`src/rtl/fcm_pkg.sv`:
```
package fcm_pkg;
  typedef enum logic [1:0] {
    VERDICT_RETRY  = 2'd0,
    VERDICT_RETIRE = 2'd1,
    VERDICT_DEAD   = 2'd2,
    VERDICT_BADIDX = 2'd3
  } verdict_e;
endpackage

```
`src/rtl/fcm_history.sv`:
```
module fcm_history #(
  parameter int NUM_UNITS = 10,
  parameter int IDX_W     = 4,
  parameter int CNT_W     = 4
) (
  input  logic             clk,
  input  logic             rst,
  input  logic             rd_en,
  input  logic [IDX_W-1:0] rd_idx,
  output logic [CNT_W-1:0] rd_cnt,
  input  logic             wr_en,
  input  logic [IDX_W-1:0] wr_idx,
  input  logic [CNT_W-1:0] wr_cnt
);
  localparam logic [CNT_W-1:0] CNT_MAX = {CNT_W{1'b1}};

  logic [CNT_W-1:0] cnt_q [NUM_UNITS];
  logic [CNT_W-1:0] rd_sel;

  // one saturating history counter per unit
  for (genvar g = 0; g < NUM_UNITS; g++) begin : g_cnt
    always_ff @(posedge clk) begin
      if (rst)
        cnt_q[g] <= '0;
      else if (wr_en && (wr_idx == IDX_W'(g)))
        cnt_q[g] <= wr_cnt;
    end
  end

  always_comb begin
    rd_sel = '0;
    for (int i = 0; i < NUM_UNITS; i++)
      if (rd_idx == IDX_W'(i)) rd_sel = cnt_q[i];
  end

  // registered read port, captured at report acceptance
  always_ff @(posedge clk) begin
    if (rst)
      rd_cnt <= '0;
    else if (rd_en)
      rd_cnt <= rd_sel;
  end

  // each write moves the count up by exactly one, or holds at the ceiling
  p_step_r3: assert property (@(posedge clk) disable iff (rst)
    wr_en |-> ((CNT_W+1)'(wr_cnt) == (CNT_W+1)'(rd_cnt) + 1'b1) ||
              (rd_cnt == CNT_MAX && wr_cnt == CNT_MAX));
endmodule

```
`src/rtl/fcm_decide.sv`:
```
module fcm_decide
  import fcm_pkg::*;
#(
  parameter int CNT_W = 4
) (
  input  logic [CNT_W-1:0] cur_cnt,
  input  logic [CNT_W-1:0] thr,
  input  logic             dead,
  input  logic             bad,
  output verdict_e         verdict,
  output logic [CNT_W-1:0] nxt_cnt,
  output logic             cnt_we,
  output logic             retire
);
  localparam logic [CNT_W-1:0] CNT_MAX = {CNT_W{1'b1}};

  logic [CNT_W-1:0] sat_inc;

  always_comb begin
    sat_inc = (cur_cnt == CNT_MAX) ? cur_cnt : cur_cnt + 1'b1;
    verdict = VERDICT_RETRY;
    nxt_cnt = sat_inc;
    cnt_we  = 1'b0;
    retire  = 1'b0;
    if (bad) begin
      verdict = VERDICT_BADIDX;
      nxt_cnt = '0;
    end else if (dead) begin
      verdict = VERDICT_DEAD;
      nxt_cnt = cur_cnt;
    end else if (sat_inc > thr) begin
      verdict = VERDICT_RETIRE;
      cnt_we  = 1'b1;
      retire  = 1'b1;
    end else begin
      cnt_we  = 1'b1;
    end
  end
endmodule

```
`src/rtl/fcm_status.sv`:
```
module fcm_status #(
  parameter int NUM_UNITS = 10,
  parameter int IDX_W     = 4
) (
  input  logic                 clk,
  input  logic                 rst,
  input  logic                 set_en,
  input  logic [IDX_W-1:0]     set_idx,
  output logic [NUM_UNITS-1:0] defective,
  output logic [NUM_UNITS-1:0] net_mask
);
  for (genvar g = 0; g < NUM_UNITS; g++) begin : g_flag
    always_ff @(posedge clk) begin
      if (rst) begin
        defective[g] <= 1'b0;
        net_mask[g]  <= 1'b0;
      end else if (set_en && (set_idx == IDX_W'(g))) begin
        defective[g] <= 1'b1;
        net_mask[g]  <= 1'b1;
      end
    end
  end

  // flags are sticky until reset
  p_sticky_r9: assert property (@(posedge clk) disable iff (rst)
    (~defective & $past(defective)) == '0);
  p_mask_sticky_r9: assert property (@(posedge clk) disable iff (rst)
    (~net_mask & $past(net_mask)) == '0);
endmodule

```
`src/rtl/fcm_manager.sv`:
```
module fcm_manager
  import fcm_pkg::*;
#(
  parameter int NUM_UNITS = 10,
  parameter int CNT_W     = 4,
  parameter int THR_RESET = 2,
  parameter int IDX_W     = (NUM_UNITS > 1) ? $clog2(NUM_UNITS) : 1
) (
  input  logic                 clk,
  input  logic                 rst,
  input  logic                 rpt_valid,
  output logic                 rpt_ready,
  input  logic [IDX_W-1:0]     rpt_unit,
  input  logic                 thr_wr,
  input  logic [CNT_W-1:0]     thr_data,
  output logic                 retry_valid,
  output logic                 retire_valid,
  output logic [IDX_W-1:0]     evt_unit,
  output logic [NUM_UNITS-1:0] defective,
  output logic [NUM_UNITS-1:0] net_mask,
  output logic                 log_valid,
  output logic [1:0]           log_kind,
  output logic [CNT_W-1:0]     log_count
);
  localparam logic [IDX_W-1:0] LAST_UNIT = IDX_W'(NUM_UNITS - 1);

  logic             busy_q;
  logic             accept;
  logic [IDX_W-1:0] idx_q;
  logic             bad_q;
  logic [CNT_W-1:0] thr_q;
  logic [CNT_W-1:0] cur_cnt;
  logic             dead_sel;
  verdict_e         verdict;
  logic [CNT_W-1:0] nxt_cnt;
  logic             cnt_we;
  logic             retire;

  assign rpt_ready = !busy_q;
  assign accept    = rpt_valid && !busy_q;

  always_ff @(posedge clk) begin
    if (rst) begin
      busy_q <= 1'b0;
      idx_q  <= '0;
      bad_q  <= 1'b0;
      thr_q  <= CNT_W'(THR_RESET);
    end else begin
      busy_q <= accept;
      if (accept) begin
        idx_q <= rpt_unit;
        bad_q <= (rpt_unit > LAST_UNIT);
      end
      if (thr_wr && !busy_q)
        thr_q <= thr_data;
    end
  end

  always_comb begin
    dead_sel = 1'b0;
    for (int i = 0; i < NUM_UNITS; i++)
      if (idx_q == IDX_W'(i)) dead_sel = defective[i];
  end

  fcm_history #(.NUM_UNITS(NUM_UNITS), .IDX_W(IDX_W), .CNT_W(CNT_W)) u_hist (
    .clk    (clk),
    .rst    (rst),
    .rd_en  (accept),
    .rd_idx (rpt_unit),
    .rd_cnt (cur_cnt),
    .wr_en  (busy_q && cnt_we),
    .wr_idx (idx_q),
    .wr_cnt (nxt_cnt)
  );

  fcm_decide #(.CNT_W(CNT_W)) u_decide (
    .cur_cnt (cur_cnt),
    .thr     (thr_q),
    .dead    (dead_sel),
    .bad     (bad_q),
    .verdict (verdict),
    .nxt_cnt (nxt_cnt),
    .cnt_we  (cnt_we),
    .retire  (retire)
  );

  fcm_status #(.NUM_UNITS(NUM_UNITS), .IDX_W(IDX_W)) u_status (
    .clk       (clk),
    .rst       (rst),
    .set_en    (busy_q && retire),
    .set_idx   (idx_q),
    .defective (defective),
    .net_mask  (net_mask)
  );

  always_ff @(posedge clk) begin
    if (rst) begin
      retry_valid  <= 1'b0;
      retire_valid <= 1'b0;
      log_valid    <= 1'b0;
      evt_unit     <= '0;
      log_kind     <= 2'd0;
      log_count    <= '0;
    end else begin
      retry_valid  <= busy_q && (verdict == VERDICT_RETRY);
      retire_valid <= busy_q && (verdict == VERDICT_RETIRE);
      log_valid    <= busy_q;
      if (busy_q) begin
        evt_unit  <= idx_q;
        log_kind  <= verdict;
        log_count <= nxt_cnt;
      end
    end
  end

  // ready drops for the processing cycle
  p_ready_drop_r2: assert property (@(posedge clk) disable iff (rst)
    (rpt_valid && rpt_ready) |=> !rpt_ready);
  // one log pulse per accepted report
  p_log_follows_r10: assert property (@(posedge clk) disable iff (rst)
    (rpt_valid && rpt_ready) |=> ##1 log_valid);
  p_excl_r10: assert property (@(posedge clk) disable iff (rst)
    !(retry_valid && retire_valid));
  // a retire pulse is seen together with the flag for that unit
  p_retire_marks_r5: assert property (@(posedge clk) disable iff (rst)
    retire_valid |-> ((defective >> evt_unit) & NUM_UNITS'(1)) != '0);
  // bad index raises no action
  p_bad_quiet_r7: assert property (@(posedge clk) disable iff (rst)
    (log_valid && log_kind == 2'd3) |-> (!retry_valid && !retire_valid));
  // threshold holds across a busy cycle
  p_thr_busy_r8: assert property (@(posedge clk) disable iff (rst)
    !rpt_ready |=> $stable(thr_q));
endmodule

```
`config.mk`:
```
export PLATFORM = sky130hd
export DESIGN_NAME = fcm_manager
export DESIGN_NICKNAME = d
export VERILOG_FILES = /design/src/rtl/fcm_pkg.sv /design/src/rtl/fcm_history.sv /design/src/rtl/fcm_decide.sv /design/src/rtl/fcm_status.sv /design/src/rtl/fcm_manager.sv
export SDC_FILE = /design/constraint.sdc
export NUM_CORES = 1
export LEC_CHECK = 0
export BUFFER_PORTS_ARGS = -buffer_cell sky130_fd_sc_hd__clkbuf_2
export CAP_MARGIN = 20
export CORE_AREA = 2 2 157 82
export DETAILED_ROUTE_END_ITERATION = 7
export DIE_AREA = 0 0 159 84
export HOLD_SLACK_MARGIN = 0.06
export PLACE_DENSITY_LB_ADDON = 0.05
export SYNTH_ARGS = -nofsm -noshare
export SYNTH_HDL_FRONTEND = slang
export SYNTH_SLANG_ARGS = --single-unit
```
`constraint.sdc`:
```
create_clock -name clk -period 4.6 [get_ports clk]
set_clock_uncertainty 0.05 [all_clocks]
set_input_delay 1.38 -clock clk [delete_from_list [all_inputs] [get_ports clk]]
set_output_delay 1.38 -clock clk [all_outputs]
set_load 0.01 [all_outputs]
```
# After elaboration in Yosys (flattened, before gate mapping)

Memories as Yosys holds them, arrays and structs flattened.
Index checks and enable logic that the tools add are counted.

Register bits after elaboration: 37
RAM bits: 40
Input bits: 12
Output and inout port bits: 34
Logic and storage cells: 158
Memories kept: 1

Memory list:

| name         | words | bits a word | read ports | clocked after Yosys merged registers in | write ports | line              | source |
|---|---|---|---|---|---|---|---|
| u_hist.cnt_q | 10    | 4           | 10         | 0                                       | 10          | fcm_history.sv:17 | `logic [CNT_W-1:0] cnt_q [NUM_UNITS];` |

Add/sub/neg operators: 1
Magnitude comparators: 2
Eq/ne operators: 20
Mux-type cells: 73
Bitwise logic cells: 10
Reduce and logical (&&, ||, !) cells: 30

Operators with widths:

| kind                | count |
|---|---|
| $mux 4              | 23 |
| $mux 1              | 48 |
| $eq 4x3->1 const B  | 8 |
| $logic_and 1x1->1   | 26 |
| $eq 4x4->1 const B  | 5 |
| $eq 4x2->1 const B  | 4 |
| $or 1x1->1          | 10 |
| $eq 4x1->1 const B  | 2 |
| $logic_not 4->1     | 2 |
| $add 4x1->4 const B | 1 |
| $gt 4x4->1          | 1 |
| $gt 4x4->1 const B  | 1 |
| $mux 2              | 2 |
| $eq 2x1->1 const B  | 1 |
| $logic_not 2->1     | 1 |
| $logic_not 1->1     | 1 |

# Logic depth before layout (Yosys ltp)

Gate-level depths: netlist of the first run.

Word-level depth: 19
Mapped depth: 12
Gate-level depth less buffers: 11

# Hierarchy

From an unflattened synthesis of the first run, not the netlist that was laid out.

Cell total of the unflattened synthesis: 369
Area, all modules: 3857.4 um^2

Modules (own cells, without submodules):

| module      | instances | cells each | area an instance (um^2) | sequential area each (um^2) |
|---|---|---|---|---|
| fcm_history | 1         | 194        | 2234.6                  | 1281.2 |
| fcm_manager | 1         | 91         | 904.6                   | 460.4 |
| fcm_status  | 1         | 48         | 436.7                   | 200.2 |
| fcm_decide  | 1         | 36         | 281.5                   | 0.0 |

# Least setup slack after synthesis of the first run

Ideal clock, no wire load.

Path kind: input to register
Start: input rst
End: memory u_hist.cnt_q[7][1], in the netlist u_hist.cnt_q[3][5], data pin
Library setup time: 0.158 ns
Arrival time: 2.738 ns
Required time: 4.392 ns
Path slack: 1.654 ns
Cell stages on the path: 7
Path buffers: 3
Cell sequence: clkbuf_1 or2_2 buf_1 nor2_1 nand2_8 buf_6 nor3_1

RTL lines:

| element     | line              | source |
|---|---|---|
| from (decl) | fcm_manager.sv:10 | `input logic rst,` |
| to (decl)   | fcm_history.sv:17 |  |

# Final worst setup path of the first run

Start: register u_hist.rd_cnt[0]
End: register u_status.net_mask[9]

Word-level cells in the longest chain between the ends: 8
Elaborated cells between the ends (all ways): 9
Those cells by class: add/sub (1); order compare (1); eq/ne (1); mux (4); reduce/logical (2)

Ends and longest elaborated chain:

| element                                          | line              | source |
|---|---|---|
| from (decl)                                      | fcm_history.sv:10 | `output logic [CNT_W-1:0] rd_cnt,` |
| from (signal assigned)                           | fcm_history.sv:41 | `rd_cnt <= rd_sel;` |
| $add 4x1->4 / $eq 4x4->1 (equally long branches) | fcm_decide.sv:20  | `sat_inc = (cur_cnt == CNT_MAX) ? cur_cnt : cur_cnt + 1'b1;` |
| $mux 4 (*)                                       | fcm_decide.sv:20  |  |
| $gt 4x4->1 (*)                                   | fcm_decide.sv:31  | `end else if (sat_inc > thr) begin` |
| $mux 1 (*)                                       | fcm_decide.sv:31  |  |
| $mux 1 (*)                                       | fcm_decide.sv:28  | `end else if (dead) begin` |
| $mux 1 (*)                                       | fcm_decide.sv:25  | `if (bad) begin` |
| $logic_and 1x1->1 (*)                            | fcm_manager.sv:90 | `.set_en (busy_q && retire),` |
| $logic_and 1x1->1 (*)                            | fcm_status.sv:17  | `end else if (set_en && (set_idx == IDX_W'(g))) begin` |
| to (signal, indexed assignment)                  | fcm_status.sv:16  | `net_mask[g] <= 1'b0;` |
| to (signal, indexed assignment)                  | fcm_status.sv:19  | `net_mask[g] <= 1'b1;` |
| to (decl)                                        | fcm_status.sv:10  | `output logic [NUM_UNITS-1:0] net_mask` |

Every way passes the cells marked *; elsewhere a longest branch is shown, timed or not.
A chain may end at the register's enable or synchronous reset.

==> tab_implementation.tex, run 1 <==
\begin{tabular}{lr}
\hline
Metric & Value \\
\hline
\multicolumn{2}{l}{\textbf{Layout}} \\
\quad Final design area excluding fillers & 4590 sq um \\
\quad Commonest non-fill, non-tap cell in the layout & sky130\_fd\_sc\_hd\_\_clkbuf\_2 \\
\quad Number of inserted diodes & 0 \\
\quad Most frequent cells in the layout & sky130\_fd\_sc\_hd\_\_clkbuf\_2, sky130\_fd\_sc\_hd\_\_edfxtp\_1, sky130\_fd\_sc\_hd\_\_dfxtp\_1, sky130\_fd\_sc\_hd\_\_nor2\_1, sky130\_fd\_sc\_hd\_\_nand2\_1 \\
\quad Proportion of layout cells with a drive suffix above 1 & 0.260 \\
\quad Count of nets after finishing & 432 \\
\quad Post-synthesis to final-layout area growth & 10.7\% \\
\quad Filler cell count & 1266 \\
\multicolumn{2}{l}{\textbf{Logic synthesis}} \\
\quad Unique masters post-synth & 63 \\
\quad Synth warn & 0 \\
\quad Synth Flop Type & sky130\_fd\_sc\_hd\_\_edfxtp\_1 \\
\quad Mean post-synth cell area & 10.3 sq um \\
\quad Post-synthesis sequential area ratio & 0.468 \\
\quad Post-synthesis instance area & 4150 sq um \\
\quad Post-synthesis async set-or-reset flop share & 0 \\
\quad Count of flip-flops with a built-in enable after synthesis & 40 \\
\quad Synthesized netlist net count & 419 \\
\quad Cell count after synthesis & 402 \\
\quad Yosys reg bits & 77 \\
\multicolumn{2}{l}{\textbf{CTS}} \\
\quad Worst-skew pair later-pin latency & 340 ps \\
\quad Number of buffers inserted to repair setup after CTS & 0 \\
\quad Post-CTS resize count & 0 \\
\quad Max H-tree Level & 3 \\
\quad Master cell of the clock root buffer & sky130\_fd\_sc\_hd\_\_clkbuf\_16 \\
\quad TritonCTS clock tree & done \\
\quad Maximum buffer depth of the clock tree & 2 \\
\quad Cts bufs inserted & 9 \\
\quad Clk sink count & 77 \\
\quad Total of hold buffers inserted after clock tree synthesis & 0 \\
\quad Reg clk slew, reported paths & 60 ps \\
\multicolumn{2}{l}{\textbf{Timing}} \\
\quad Highest achievable clock rate & 290 MHz \\
\quad Endpoints failing hold & 0 \\
\quad Worst hold slack across all endpoints & 389 ps \\
\quad Shortest clock period the worst path allows after layout & 3450 ps \\
\quad Final worst-path cycle share & 0.750 \\
\quad Headroom to the max-slew limit & 0.397 \\
\quad Setup violation total in the final timing report & 0 \\
\quad Final max-slew violation count & 0 \\
\quad Pin slew with the least headroom to its limit & 880 ps \\
\quad Final setup TNS & 0 ps \\
\quad Unrepaired setup endpoints after global routing & no \\
\multicolumn{2}{l}{\textbf{Pwr}} \\
\quad Total leakage power & 1.66 nW \\
\quad Internal power summed over all cells & 0.00120 W \\
\quad Share of total power in sequential cells & 0.460 \\
\quad Proportion of power drawn by the clock network & 0.408 \\
\quad Worst voltage drop across the vdd grid & 0.159 mV \\
\quad Switching portion of total power & 0.287 \\
\quad Switching Power & 0.000482 W \\
\quad Fraction of power consumed by combinational cells & 0.132 \\
\quad Power density relative to cell area & 367 nW/um\^{}2 \\
\multicolumn{2}{l}{\textbf{Critical path}} \\
\quad Crit path buf inv count & 1 \\
\quad CP Class & reg -> reg \\
\quad CP startpoint kind & register \\
\quad Peak fanout along the critical path & 11 \\
\quad CP Capture Type & register \\
\quad Cell with the most instances on the worst path & sky130\_fd\_sc\_hd\_\_o21a\_1 \\
\quad Cells along the critical path & ha\_1, nand3\_1, mux2i\_1, inv\_1, ha\_1, nor2b\_1, o21a\_1, o21a\_1, o21a\_1, nand3\_2, o22ai\_1 \\
\quad Worst-path cell with the longest stage delay & sky130\_fd\_sc\_hd\_\_mux2i\_1 \\
\quad Largest delay share family, worst path & multiplexers \\
\quad Data required time at the worst endpoint & 4740 ps \\
\quad Longest individual stage delay on the worst path & 750 ps \\
\quad CP arrival & 3590 ps \\
\multicolumn{2}{l}{\textbf{Placement}} \\
\quad Weighted congestion at the end of routability-driven global placement & 0.754 \\
\quad Count of buffers inserted at the top-level ports & 45 \\
\quad Placed wire-length estimate & 8420 microns \\
\quad Total cell area at the placement stage & 4310 sq um \\
\multicolumn{2}{l}{\textbf{Run}} \\
\quad \# Max-Cap Violations & 0 \\
\multicolumn{2}{l}{\textbf{Global route}} \\
\quad Overflow left after global routing & 0 \\
\quad Wire length of the first global-routing pass & 19100 microns \\
\quad Largest net degree at the start of global routing & 43 \\
\quad Antenna violations before repair & 0 \\
\quad Via count of the first global-routing pass & 3030 \\
\quad Total global-route track usage & 0.190 \\
\multicolumn{2}{l}{\textbf{Die}} \\
\quad Die Outline Area & 13400 sq um \\
\quad Chip height & 84 microns \\
\quad Row count & 29 \\
\quad Area inside the core boundary & 12200 sq um \\
\quad \# IOs & 46 \\
\quad Initial standard-cell utilization of the core & 0.340 \\
\quad Die Wd & 159 microns \\
\multicolumn{2}{l}{\textbf{Status}} \\
\quad Result of the run & finished clean \\
\multicolumn{2}{l}{\textbf{Drt}} \\
\quad Drt first pass iters & 5 \\
\quad DRC violations left & 0 \\
\quad Wire per inst & 20.4 microns \\
\quad Via-per-instance ratio & 5.39 \\
\quad Count of nets left with antenna violations after detail routing & 0 \\
\quad Via count & 3180 \\
\quad Drt total wl & 12100 microns \\
\quad Iteration-0 DRC Markers & 255 \\
\multicolumn{2}{l}{\textbf{Hold path}} \\
\quad Type of the worst min-delay path & reg -> reg \\
\hline
\end{tabular}
## tightest hold or removal path, delay by kind of cell, from the launching register on
kind,cells,cell delay (ps)
simple gates,2,90
flops,1,310
## power by group through the flow
| stage | sequential, W | combinational, W | clock, W |
|---|---|---|---|
| 2_1_floorplan | 0.000776 | 0.000173 | 0 |
| 3_3_place_gp | 0.000789 | 0.000223 | 0 |
| 3_5_place_dp | 0.000789 | 0.000223 | 0 |
| 4_1_cts | 0.000774 | 0.000224 | 0.000695 |
| 5_1_grt | 0.000777 | 0.000247 | 0.000722 |
| 6_report | 0.000774 | 0.000223 | 0.000686 |
## routing by layer
layer / part of all wire / routed length (microns) / global-route usage / vias up
li1: - / - / - / 1482
met1: 0.56 / 6780 / 0.314 / 1571
met2: 0.36 / 4390 / 0.239 / 119
met3: 0.066 / 799 / 0.0457 / 8
met4: 0.0074 / 89 / 0.0380 / 0
met5: 0 / 0 / 0 / -
## per-stage QoR
step	util	setup WS, ps	power (W)	std cells
finish	0.377	1150	0.00168	590
global route	0.377	815	0.00175	590
CTS	0.377	1100	0.00169	590
detailed placement	0.354	1160	0.00101	574
global placement	0.353	1100	0.00101	573
floorplan	-	1650	0.000950	402
## synthesized netlist by cell type (3+ instances only)
master | number | share of area
sky130_fd_sc_hd__o211ai_1 | 3 | 0.0054
sky130_fd_sc_hd__nand3_1 | 10 | 0.012
sky130_fd_sc_hd__nor2_1 | 31 | 0.028
sky130_fd_sc_hd__buf_2 | 4 | 0.0048
sky130_fd_sc_hd__nand3b_1 | 6 | 0.011
sky130_fd_sc_hd__dfxtp_1 | 37 | 0.18
sky130_fd_sc_hd__o22ai_1 | 11 | 0.017
sky130_fd_sc_hd__mux2i_1 | 13 | 0.031
sky130_fd_sc_hd__o21a_1 | 3 | 0.0054
sky130_fd_sc_hd__nor4_1 | 7 | 0.011
sky130_fd_sc_hd__ha_1 | 5 | 0.015
sky130_fd_sc_hd__a21oi_1 | 23 | 0.028
sky130_fd_sc_hd__buf_6 | 7 | 0.019
sky130_fd_sc_hd__o21bai_1 | 11 | 0.020
sky130_fd_sc_hd__nand2_1 | 26 | 0.024
sky130_fd_sc_hd__buf_4 | 15 | 0.027
sky130_fd_sc_hd__a211o_1 | 5 | 0.011
sky130_fd_sc_hd__o21ai_0 | 13 | 0.016
sky130_fd_sc_hd__nor3_1 | 7 | 0.0084
sky130_fd_sc_hd__inv_1 | 23 | 0.021
sky130_fd_sc_hd__clkbuf_1 | 18 | 0.016
sky130_fd_sc_hd__nor2b_1 | 4 | 0.0060
sky130_fd_sc_hd__edfxtp_1 | 40 | 0.29
sky130_fd_sc_hd__a31oi_1 | 6 | 0.0091
sky130_fd_sc_hd__nor3_2 | 21 | 0.051
sky130_fd_sc_hd__nor4_2 | 8 | 0.024
## logic make-up (layout without fill, tap and decap cells)
logic type | count (synthesis) | count (layout) | synth area share
XOR/XNOR | 1 | 1 | 0.00211
AO/OA/AOI/OAI | 91 | 91 | 0.149
flip-flops | 77 | 77 | 0.468
multiplexers | 16 | 16 | 0.0449
adder cells (fa/ha/maj) | 5 | 5 | 0.0151
AND/OR/NAND/NOR | 143 | 143 | 0.228
buffers and inverters | 69 | 87 | 0.0926
## sequential cells by signal, summed over array words and instances (netlist names)
name and count:
u_hist.rd_cnt 4, retry_valid 1, bad_q 1, retire_valid 1
log_valid 1, thr_q 4, idx_q 4, u_status.defective 8
u_hist.cnt_q 40, u_status.net_mask 2, log_count 4, busy_q 1
evt_unit 4, log_kind 2
## final timing paths
check | start | cells past startpoint | slack, ps | to
worst min-delay path | log_count[3]$_SDFFE_PP0P_ | 2 | 390 | log_count[3]$_SDFFE_PP0P_
worst min register to register | log_count[3]$_SDFFE_PP0P_ | 2 | 390 | log_count[3]$_SDFFE_PP0P_
worst max-delay path | u_hist.rd_cnt[0]$_SDFFE_PP0P_ | 11 | 1150 | u_status.net_mask[9]$_SDFFE_PP0P_
worst max register to register | u_hist.rd_cnt[0]$_SDFFE_PP0P_ | 11 | 1150 | u_status.net_mask[9]$_SDFFE_PP0P_
## cell type report
| class | count | area, sq um | area share |
|---|---|---|---|
| Clock inverter | 5 | 32.5 | 0.00709 |
| Multi-Input combinational cell | 256 | 1820 | 0.397 |
| Timing Repair Buffer | 48 | 251 | 0.0548 |
| Tap cell | 170 | 213 | 0.0463 |
| Sequential cell | 77 | 1940 | 0.423 |
| Clock buffer | 11 | 244 | 0.0531 |
| Inverter | 23 | 86.3 | 0.0188 |
Power figures use the tool's default switching activity.
==> run 2, diff against run 1 <==
==> constraint.sdc (replaced) <==
create_clock -name clk -period 3 [get_ports clk]
set_clock_uncertainty 0.05 [all_clocks]
set_input_delay 0.9 -clock clk [delete_from_list [all_inputs] [get_ports clk]]
set_output_delay 0.9 -clock clk [all_outputs]
set_load 0.01 [all_outputs]
==> run 2 against run 1 <==
Register-to-register slack worse by 900 ps. Die area unchanged. First-iteration DRC count shrank 35%. Sequential share of layout area decreased by 1.7 points. Setup slack worse by 900 ps. Non-clock buffer count rose by 20. Total power is 63% higher. Worst hold slack got worse by 2.9 ps. Maximum frequency increased by 26%. Critical path type unchanged.
==> tab_implementation.tex, run 2 (same netlist as run 1, synthesis figures left out) <==
\begin{tabular}{lr}
\hline
Metric & Value \\
\hline
\multicolumn{2}{l}{\textbf{Pwr}} \\
\quad Proportion of power drawn by the clock network & 0.434 (+0.026) \\
\quad Switching portion of total power & 0.262 (-0.0247) \\
\quad Total leakage power & 1.77 nW (+6.5\%) \\
\quad Power density relative to cell area & 573 nW/um\^{}2 (+56\%) \\
\quad Worst voltage drop across the vdd grid & 0.213 mV (+34\%) \\
\quad Switching Power & 0.000718 W (+49\%) \\
\quad Share of total power in sequential cells & 0.430 (-0.030) \\
\quad Internal power summed over all cells & 0.00202 W (+69\%) \\
\quad Fraction of power consumed by combinational cells & 0.135 (+0.003) \\
\multicolumn{2}{l}{\textbf{Critical path}} \\
\quad CP arrival & 2690 ps (-900 ps) \\
\quad Data required time at the worst endpoint & 2940 ps (-1800 ps) \\
\quad CP Class & reg -> reg \\
\quad Cells along the critical path & or4b\_4, nor2\_8, o32ai\_4, a21o\_4, nand3b\_2, o21bai\_1 \\
\quad Worst flop-to-flop path endpoint & u\_hist.cnt\_q[1][4]\$\_SDFFCE\_PN0P\_ \\
\quad CP startpoint kind & register \\
\quad Number of cells traversed by the worst register-to-register path & 6 (-5) \\
\quad CP Capture Type & register \\
\quad Start of the worst register-to-register path & idx\_q[3]\$\_SDFFE\_PP0P\_ \\
\quad Crit path launch & idx\_q[3]\$\_SDFFE\_PP0P\_ \\
\quad Peak fanout along the critical path & 12 (+1) \\
\quad Longest individual stage delay on the worst path & 560 ps (-190 ps) \\
\quad Worst-path cell with the longest stage delay & sky130\_fd\_sc\_hd\_\_dfxtp\_1 \\
\quad R2r setup slk & 250 ps (-900 ps) \\
\multicolumn{2}{l}{\textbf{Drt}} \\
\quad Via count & 3115 (-2.0\%) \\
\quad Count of nets left with antenna violations after detail routing & 0 (unchanged) \\
\quad Drt total wl & 11800 microns (-2.1\%) \\
\quad Iteration-0 DRC Markers & 167 (-35\%) \\
\quad DRC violations left & 0 (unchanged) \\
\quad Drt first pass iters & 4 (-1) \\
\quad Wire per inst & 19.3 microns (-5.3\%) \\
\quad Via-per-instance ratio & 5.11 (-5.3\%) \\
\multicolumn{2}{l}{\textbf{Global route}} \\
\quad Total global-route track usage & 0.185 (-0.00542) \\
\quad Met2 Usage GRT & 0.224 (-0.0150) \\
\quad Via count of the first global-routing pass & 2877 (-5.0\%) \\
\quad Most crowded layer after global routing & met1 \\
\quad Largest net degree at the start of global routing & 43 (unchanged) \\
\quad Overflow left after global routing & 0 (unchanged) \\
\quad Global routing usage on met1 & 0.305 (-0.00863) \\
\quad Wire length of the first global-routing pass & 18300 microns (-4.3\%) \\
\quad GR Layer Usage met3 & 0.0517 (+0.00596) \\
\quad Antenna violations before repair & 0 (unchanged) \\
\multicolumn{2}{l}{\textbf{CTS}} \\
\quad TritonCTS clock tree & done \\
\quad Worst-skew pair later-pin latency & 340 ps (about the same) \\
\quad Number of buffers inserted to repair setup after CTS & 0 (unchanged) \\
\quad Reg clk slew, reported paths & 60 ps (about the same) \\
\quad Maximum buffer depth of the clock tree & 2 (unchanged) \\
\quad Total of hold buffers inserted after clock tree synthesis & 0 (unchanged) \\
\quad Max H-tree Level & 3 (unchanged) \\
\quad Post-CTS resize count & 0 (unchanged) \\
\quad Cts bufs inserted & 9 (unchanged) \\
\quad Clk sink count & 77 (unchanged) \\
\quad Master cell of the clock root buffer & sky130\_fd\_sc\_hd\_\_clkbuf\_16 \\
\multicolumn{2}{l}{\textbf{Layout}} \\
\quad Final design area excluding fillers & 4790 sq um (+4.3\%) \\
\quad Most flop-heavy register & u\_hist.cnt\_q \\
\quad Non-Filler Instances & 610 (+3.4\%) \\
\quad Final cell utilization of the core & 0.393 (+0.0160) \\
\quad Post-synthesis to final-layout area growth & 15.4\% \\
\quad Proportion of layout cells with a drive suffix above 1 & 0.293 (+0.0337) \\
\quad Commonest non-fill, non-tap cell in the layout & sky130\_fd\_sc\_hd\_\_clkbuf\_2 \\
\quad Most frequent cells in the layout & sky130\_fd\_sc\_hd\_\_clkbuf\_2, sky130\_fd\_sc\_hd\_\_edfxtp\_1, sky130\_fd\_sc\_hd\_\_dfxtp\_1, sky130\_fd\_sc\_hd\_\_nor2\_1, sky130\_fd\_sc\_hd\_\_nand2\_1 \\
\quad Count of nets after finishing & 452 (+4.6\%) \\
\quad Number of flip-flops under the largest register name & 40 (unchanged) \\
\quad Number of inserted diodes & 0 (unchanged) \\
\quad Largest regs & u\_hist.cnt\_q: 40 flops, u\_status.defective: 8 flops \\
\multicolumn{2}{l}{\textbf{Status}} \\
\quad Result of the run & finished clean \\
\multicolumn{2}{l}{\textbf{Hold path}} \\
\quad Number of instances on the worst hold path & 2 (unchanged) \\
\quad Type of the worst min-delay path & reg -> reg \\
\quad Worst-case hold path end point & log\_count[3]\$\_SDFFE\_PP0P\_ \\
\quad Critical hold path startpoint & log\_count[3]\$\_SDFFE\_PP0P\_ \\
\multicolumn{2}{l}{\textbf{Placement}} \\
\quad Weighted congestion at the end of routability-driven global placement & 0.738 (-2.1\%) \\
\quad Count of buffers inserted at the top-level ports & 45 (unchanged) \\
\quad Placed wire-length estimate & 8470 microns (+0.62\%) \\
\quad Placed Cells & 594 (+3.5\%) \\
\quad Total cell area at the placement stage & 4460 sq um (+3.4\%) \\
\multicolumn{2}{l}{\textbf{Timing}} \\
\quad Worst hold slack across all endpoints & 386 ps (-2.95 ps) \\
\quad Endpoints failing hold & 0 (unchanged) \\
\quad Final setup TNS & 0 ps (unchanged) \\
\quad Shortest clock period the worst path allows after layout & 2750 ps (-702 ps) \\
\quad Setup violation total in the final timing report & 0 (unchanged) \\
\quad Unrepaired setup endpoints after global routing & no \\
\quad Final max-slew violation count & 0 (unchanged) \\
\quad Highest achievable clock rate & 364 MHz (+26\%) \\
\quad Headroom to the max-slew limit & 0.556 (+0.159) \\
\quad Pin slew with the least headroom to its limit & 665 ps (-215 ps) \\
\quad Final worst-path cycle share & 0.915 (+0.166) \\
\multicolumn{2}{l}{\textbf{Die}} \\
\quad \# IOs & 46 (unchanged) \\
\quad Die Outline Area & 13400 sq um (unchanged) \\
\quad Area inside the core boundary & 12200 sq um (unchanged) \\
\quad Initial standard-cell utilization of the core & 0.340 (unchanged) \\
\quad Row count & 29 (unchanged) \\
\quad Chip height & 84 microns (unchanged) \\
\quad Die Wd & 159 microns (unchanged) \\
\multicolumn{2}{l}{\textbf{Run}} \\
\quad \# Max-Cap Violations & 0 (unchanged) \\
\hline
\end{tabular}
run 2: changes by cell type in the layout (fill, tap and decap cells not counted):
cell                         change
sky130_fd_sc_hd__clkinv_2        +1
sky130_fd_sc_hd__buf_6           -1
sky130_fd_sc_hd__bufinv_16       +2
sky130_fd_sc_hd__buf_4          +21
sky130_fd_sc_hd__clkinvlp_4      +1
sky130_fd_sc_hd__inv_4           -3
sky130_fd_sc_hd__clkbuf_2        -1
run 2: critical path, delay by kind of cell (launching register included):
kind | cells | cell delay (ps)
AOI/OAI and AO/OA | 3 | 1120
DFF | 1 | 560
and+or+nand+nor | 3 | 660
run 2: area by class of cell:
class / count / area [sq um]
clock buffers: 10 / 239
clock inverters: 6 / 86.3
flip-flops and latches: 77 / 1940
repair buffers: 68 / 398
multi-input cells: 256 / 1820
fillers: 1239 / 7410
well taps: 170 / 213
inverters: 23 / 86.3
run 2: worst max-delay path by stage:
stage | to | slack [ps] | depth (start not counted)
6_report | u_hist.cnt_q[1][4]$_SDFFCE_PN0P_ | 250 | 6
3_5_place_dp | u_hist.cnt_q[1][5]$_SDFFCE_PN0P_ | 290 | 7
2_1_floorplan | u_status.defective[5]$_SDFFE_PP0P_ | 410 | 12
3_3_place_gp | u_hist.cnt_q[1][5]$_SDFFCE_PN0P_ | 300 | 6
4_1_cts | u_hist.cnt_q[0][5]$_SDFFCE_PN0P_ | 270 | 7
5_1_grt | u_hist.cnt_q[1][1]$_SDFFCE_PN0P_ | 50 | 6
run 2: metal layers:
| layer | up-vias | routed length (microns) |
|---|---|---|
| met3 | 9 | 739 |
| li1 | 1513 | - |
| met4 | 0 | 92 |
| met2 | 96 | 4220 |
| met5 | - | 0 |
| met1 | 1497 | 6750 |
run 2: power by group through the flow:
stage	clock network [W]	logic [W]	registers, W
2_1_floorplan	0	0.000266	0.00119
3_3_place_gp	0	0.000371	0.00120
3_5_place_dp	0	0.000372	0.00120
4_1_cts	0.00121	0.000374	0.00118
5_1_grt	0.00126	0.000407	0.00118
6_report	0.00119	0.000371	0.00118
run 2: stage by stage:
stage	setup slack [ps]	power (W)
global placement	303	0.00157
floorplan	415	0.00146
CTS	275	0.00276
detailed placement	292	0.00157
finish	254	0.00274
global route	50.0	0.00285
==> run 3, diff against run 2 <==
--- a/config.mk
+++ b/config.mk
@@ -12,6 +12,7 @@
 export DIE_AREA = 0 0 159 84
 export HOLD_SLACK_MARGIN = 0.06
 export PLACE_DENSITY_LB_ADDON = 0.05
+export SETUP_SLACK_MARGIN = 0.3
 export SYNTH_ARGS = -nofsm -noshare
 export SYNTH_HDL_FRONTEND = slang
 export SYNTH_SLANG_ARGS = --single-unit
==> run 3 against run 2 <==
Maximum frequency is 7.3% higher. Worst hold slack better by 0.53 ps. Combinational power is 3% higher. Largest cell class unchanged. Register-to-register slack better by 190 ps. Via count is 1.3% higher. Setup slack better by 190 ps. Die area stayed put. Clock power hardly changed. Global-route usage stayed put. Cell count stayed put. Utilization is 0.48 points higher. Cell area is 1.2% higher.
==> tab_implementation.tex, run 3 (same netlist as run 1, synthesis figures left out) <==
\begin{tabular}{lr}
\hline
Metric & Value \\
\hline
\multicolumn{2}{l}{\textbf{Timing}} \\
\quad Shortest clock period the worst path allows after layout & 2560 ps (-187 ps) \\
\quad Final max-slew violation count & 0 (unchanged) \\
\quad Highest achievable clock rate & 391 MHz (+7.3\%) \\
\quad Final worst-path cycle share & 0.853 (-0.0623) \\
\quad Headroom to the max-slew limit & 0.574 (+0.0181) \\
\quad Setup violation total in the final timing report & 0 (unchanged) \\
\quad Pin slew with the least headroom to its limit & 638 ps (-27.1 ps) \\
\quad Unrepaired setup endpoints after global routing & no \\
\quad Endpoints failing hold & 0 (unchanged) \\
\quad Final setup TNS & 0 ps (unchanged) \\
\quad Post-route worst setup slack & 441 ps (+187 ps) \\
\multicolumn{2}{l}{\textbf{CTS}} \\
\quad Clk sink count & 77 (unchanged) \\
\quad Max H-tree Level & 3 (unchanged) \\
\quad TritonCTS clock tree & done \\
\quad Maximum buffer depth of the clock tree & 2 (unchanged) \\
\quad Cts bufs inserted & 9 (unchanged) \\
\quad Master cell of the clock root buffer & sky130\_fd\_sc\_hd\_\_clkbuf\_16 \\
\quad Total of hold buffers inserted after clock tree synthesis & 0 (unchanged) \\
\quad Worst-skew pair later-pin latency & 340 ps (about the same) \\
\quad Reg clk slew, reported paths & 60 ps (about the same) \\
\multicolumn{2}{l}{\textbf{Layout}} \\
\quad Filler cell count & 1237 (-0.16\%) \\
\quad Number of inserted diodes & 0 (unchanged) \\
\quad Non-Filler Instances & 610 (unchanged) \\
\quad Most flop-heavy register & u\_hist.cnt\_q \\
\quad Proportion of layout cells with a drive suffix above 1 & 0.325 (+0.0318) \\
\quad Count of nets after finishing & 452 (unchanged) \\
\quad Largest regs & u\_hist.cnt\_q: 40 flops, u\_status.defective: 8 flops \\
\quad Number of flip-flops under the largest register name & 40 (unchanged) \\
\quad Most frequent cells in the layout & sky130\_fd\_sc\_hd\_\_clkbuf\_2, sky130\_fd\_sc\_hd\_\_edfxtp\_1, sky130\_fd\_sc\_hd\_\_dfxtp\_1, sky130\_fd\_sc\_hd\_\_nor2\_1, sky130\_fd\_sc\_hd\_\_nand2\_1 \\
\quad Commonest non-fill, non-tap cell in the layout & sky130\_fd\_sc\_hd\_\_clkbuf\_2 \\
\quad Post-synthesis to final-layout area growth & 16.8\% \\
\quad Final cell utilization of the core & 0.397 (+0.00482) \\
\multicolumn{2}{l}{\textbf{Global route}} \\
\quad Total global-route track usage & 0.185 (unchanged) \\
\quad Overflow left after global routing & 0 (unchanged) \\
\quad Via count of the first global-routing pass & 2877 (unchanged) \\
\quad Wire length of the first global-routing pass & 18300 microns (unchanged) \\
\quad Antenna violations before repair & 0 (unchanged) \\
\quad Largest net degree at the start of global routing & 43 (unchanged) \\
\multicolumn{2}{l}{\textbf{Hold path}} \\
\quad Number of instances on the worst hold path & 2 (unchanged) \\
\quad Worst-case hold path end point & log\_count[3]\$\_SDFFE\_PP0P\_ \\
\quad Type of the worst min-delay path & reg -> reg \\
\quad Critical hold path startpoint & log\_count[3]\$\_SDFFE\_PP0P\_ \\
\multicolumn{2}{l}{\textbf{Die}} \\
\quad Area inside the core boundary & 12200 sq um (unchanged) \\
\quad \# IOs & 46 (unchanged) \\
\quad Die Outline Area & 13400 sq um (unchanged) \\
\quad Initial standard-cell utilization of the core & 0.340 (unchanged) \\
\quad Die Wd & 159 microns (unchanged) \\
\quad Row count & 29 (unchanged) \\
\quad Chip height & 84 microns (unchanged) \\
\multicolumn{2}{l}{\textbf{Placement}} \\
\quad Worst setup timing slack at the placement stage & 292 ps (unchanged) \\
\quad Placed Cells & 594 (unchanged) \\
\quad Weighted congestion at the end of routability-driven global placement & 0.738 (unchanged) \\
\quad Placed wire-length estimate & 8470 microns (unchanged) \\
\quad Count of buffers inserted at the top-level ports & 45 (unchanged) \\
\multicolumn{2}{l}{\textbf{Drt}} \\
\quad Via-per-instance ratio & 5.17 (+1.3\%) \\
\quad Count of nets left with antenna violations after detail routing & 0 (unchanged) \\
\quad Iteration-0 DRC Markers & 189 (+13\%) \\
\quad Via count & 3156 (+1.3\%) \\
\quad DRC violations left & 0 (unchanged) \\
\quad Wire per inst & 19.5 microns (+0.58\%) \\
\quad Drt first pass iters & 4 (unchanged) \\
\quad Drt total wl & 11900 microns (+0.58\%) \\
\multicolumn{2}{l}{\textbf{Critical path}} \\
\quad Peak fanout along the critical path & 11 (-1) \\
\quad CP arrival & 2710 ps (+20 ps) \\
\quad CP startpoint kind & register \\
\quad Start of the worst register-to-register path & u\_hist.rd\_cnt[0]\$\_SDFFE\_PP0P\_ \\
\quad CP Capture Type & register \\
\quad Worst flop-to-flop path endpoint & u\_status.defective[4]\$\_SDFFE\_PP0P\_ \\
\quad Data required time at the worst endpoint & 3150 ps (+210 ps) \\
\quad CP Class & reg -> reg \\
\quad Number of cells traversed by the worst register-to-register path & 11 (+5) \\
\quad R2r setup slk & 440 ps (+190 ps) \\
\multicolumn{2}{l}{\textbf{Pwr}} \\
\quad Worst voltage drop across the vdd grid & 0.212 mV (-0.24\%) \\
\quad Power density relative to cell area & 569 nW/um\^{}2 (-0.69\%) \\
\quad Total leakage power & 1.81 nW (+2.1\%) \\
\multicolumn{2}{l}{\textbf{Run}} \\
\quad \# Max-Cap Violations & 0 (unchanged) \\
\multicolumn{2}{l}{\textbf{Status}} \\
\quad Result of the run & finished clean \\
\hline
\end{tabular}
==> run 3: worst max path at each step <==
stage / startpoint / depth (start not counted) / end
after floorplan: u_hist.rd_cnt[0]$_SDFFE_PP0P_ / 12 / u_status.defective[5]$_SDFFE_PP0P_
after global placement: idx_q[1]$_SDFFE_PP0P_ / 6 / u_hist.cnt_q[1][5]$_SDFFCE_PN0P_
after detailed placement: idx_q[1]$_SDFFE_PP0P_ / 7 / u_hist.cnt_q[1][5]$_SDFFCE_PN0P_
after CTS: idx_q[1]$_SDFFE_PP0P_ / 7 / u_hist.cnt_q[0][5]$_SDFFCE_PN0P_
after global routing: idx_q[3]$_SDFFE_PP0P_ / 7 / u_hist.cnt_q[2][5]$_SDFFCE_PN0P_
final: u_hist.rd_cnt[0]$_SDFFE_PP0P_ / 11 / u_status.defective[4]$_SDFFE_PP0P_
==> run 3: worst max-delay path, cell delays in order (launching register included) <==
cell,delay (ps)
sky130_fd_sc_hd__dfxtp_2,410
sky130_fd_sc_hd__ha_1,220
sky130_fd_sc_hd__nand3_1,170
sky130_fd_sc_hd__mux2i_1,240
sky130_fd_sc_hd__inv_1,60
sky130_fd_sc_hd__ha_1,280
sky130_fd_sc_hd__nor2b_1,130
sky130_fd_sc_hd__o21a_1,160
sky130_fd_sc_hd__o21a_1,160
sky130_fd_sc_hd__o21a_1,200
sky130_fd_sc_hd__nand3_2,220
sky130_fd_sc_hd__o22ai_1,110
==> run 3: area by class of cell <==
class	count	area, sq um	share of cell area
Clock inverter	6	86.3	0.0178
Inverter	23	86.3	0.0178
Sequential cell	77	1950	0.402
Tap cell	170	213	0.0439
Multi-Input combinational cell	256	1880	0.387
Clock buffer	10	239	0.0493
Timing Repair Buffer	68	398	0.0821
==> run 3: power by group <==
part           switching [W]  internal, W
clock               0.000446     0.000750
sequential         0.0000312      0.00115
combinational       0.000250     0.000130
==> run 3: repair_timing <==
action,4_1_cts,5_1_grt
hold endpoints to repair,0,0
gates resized for setup,0,16
setup buffers,0,0
setup endpoints to repair,32,58
==> run 3: routing by layer <==
metal	GRT usage	up-vias	wire (microns)
li1	-	1515	-
met1	0.305	1546	6770
met2	0.224	86	4280
met3	0.0517	9	722
met4	0.0421	0	92
met5	0	-	0
==> run 3: metrics by stage <==
stage	hold slack [ps]	total power, W	cell area, sq um
global route	411	0.00286	4840
global placement	383	0.00157	4460
floorplan	377	0.00146	4150
CTS	391	0.00276	4790
finish	386	0.00276	4840
detailed placement	383	0.00157	4460
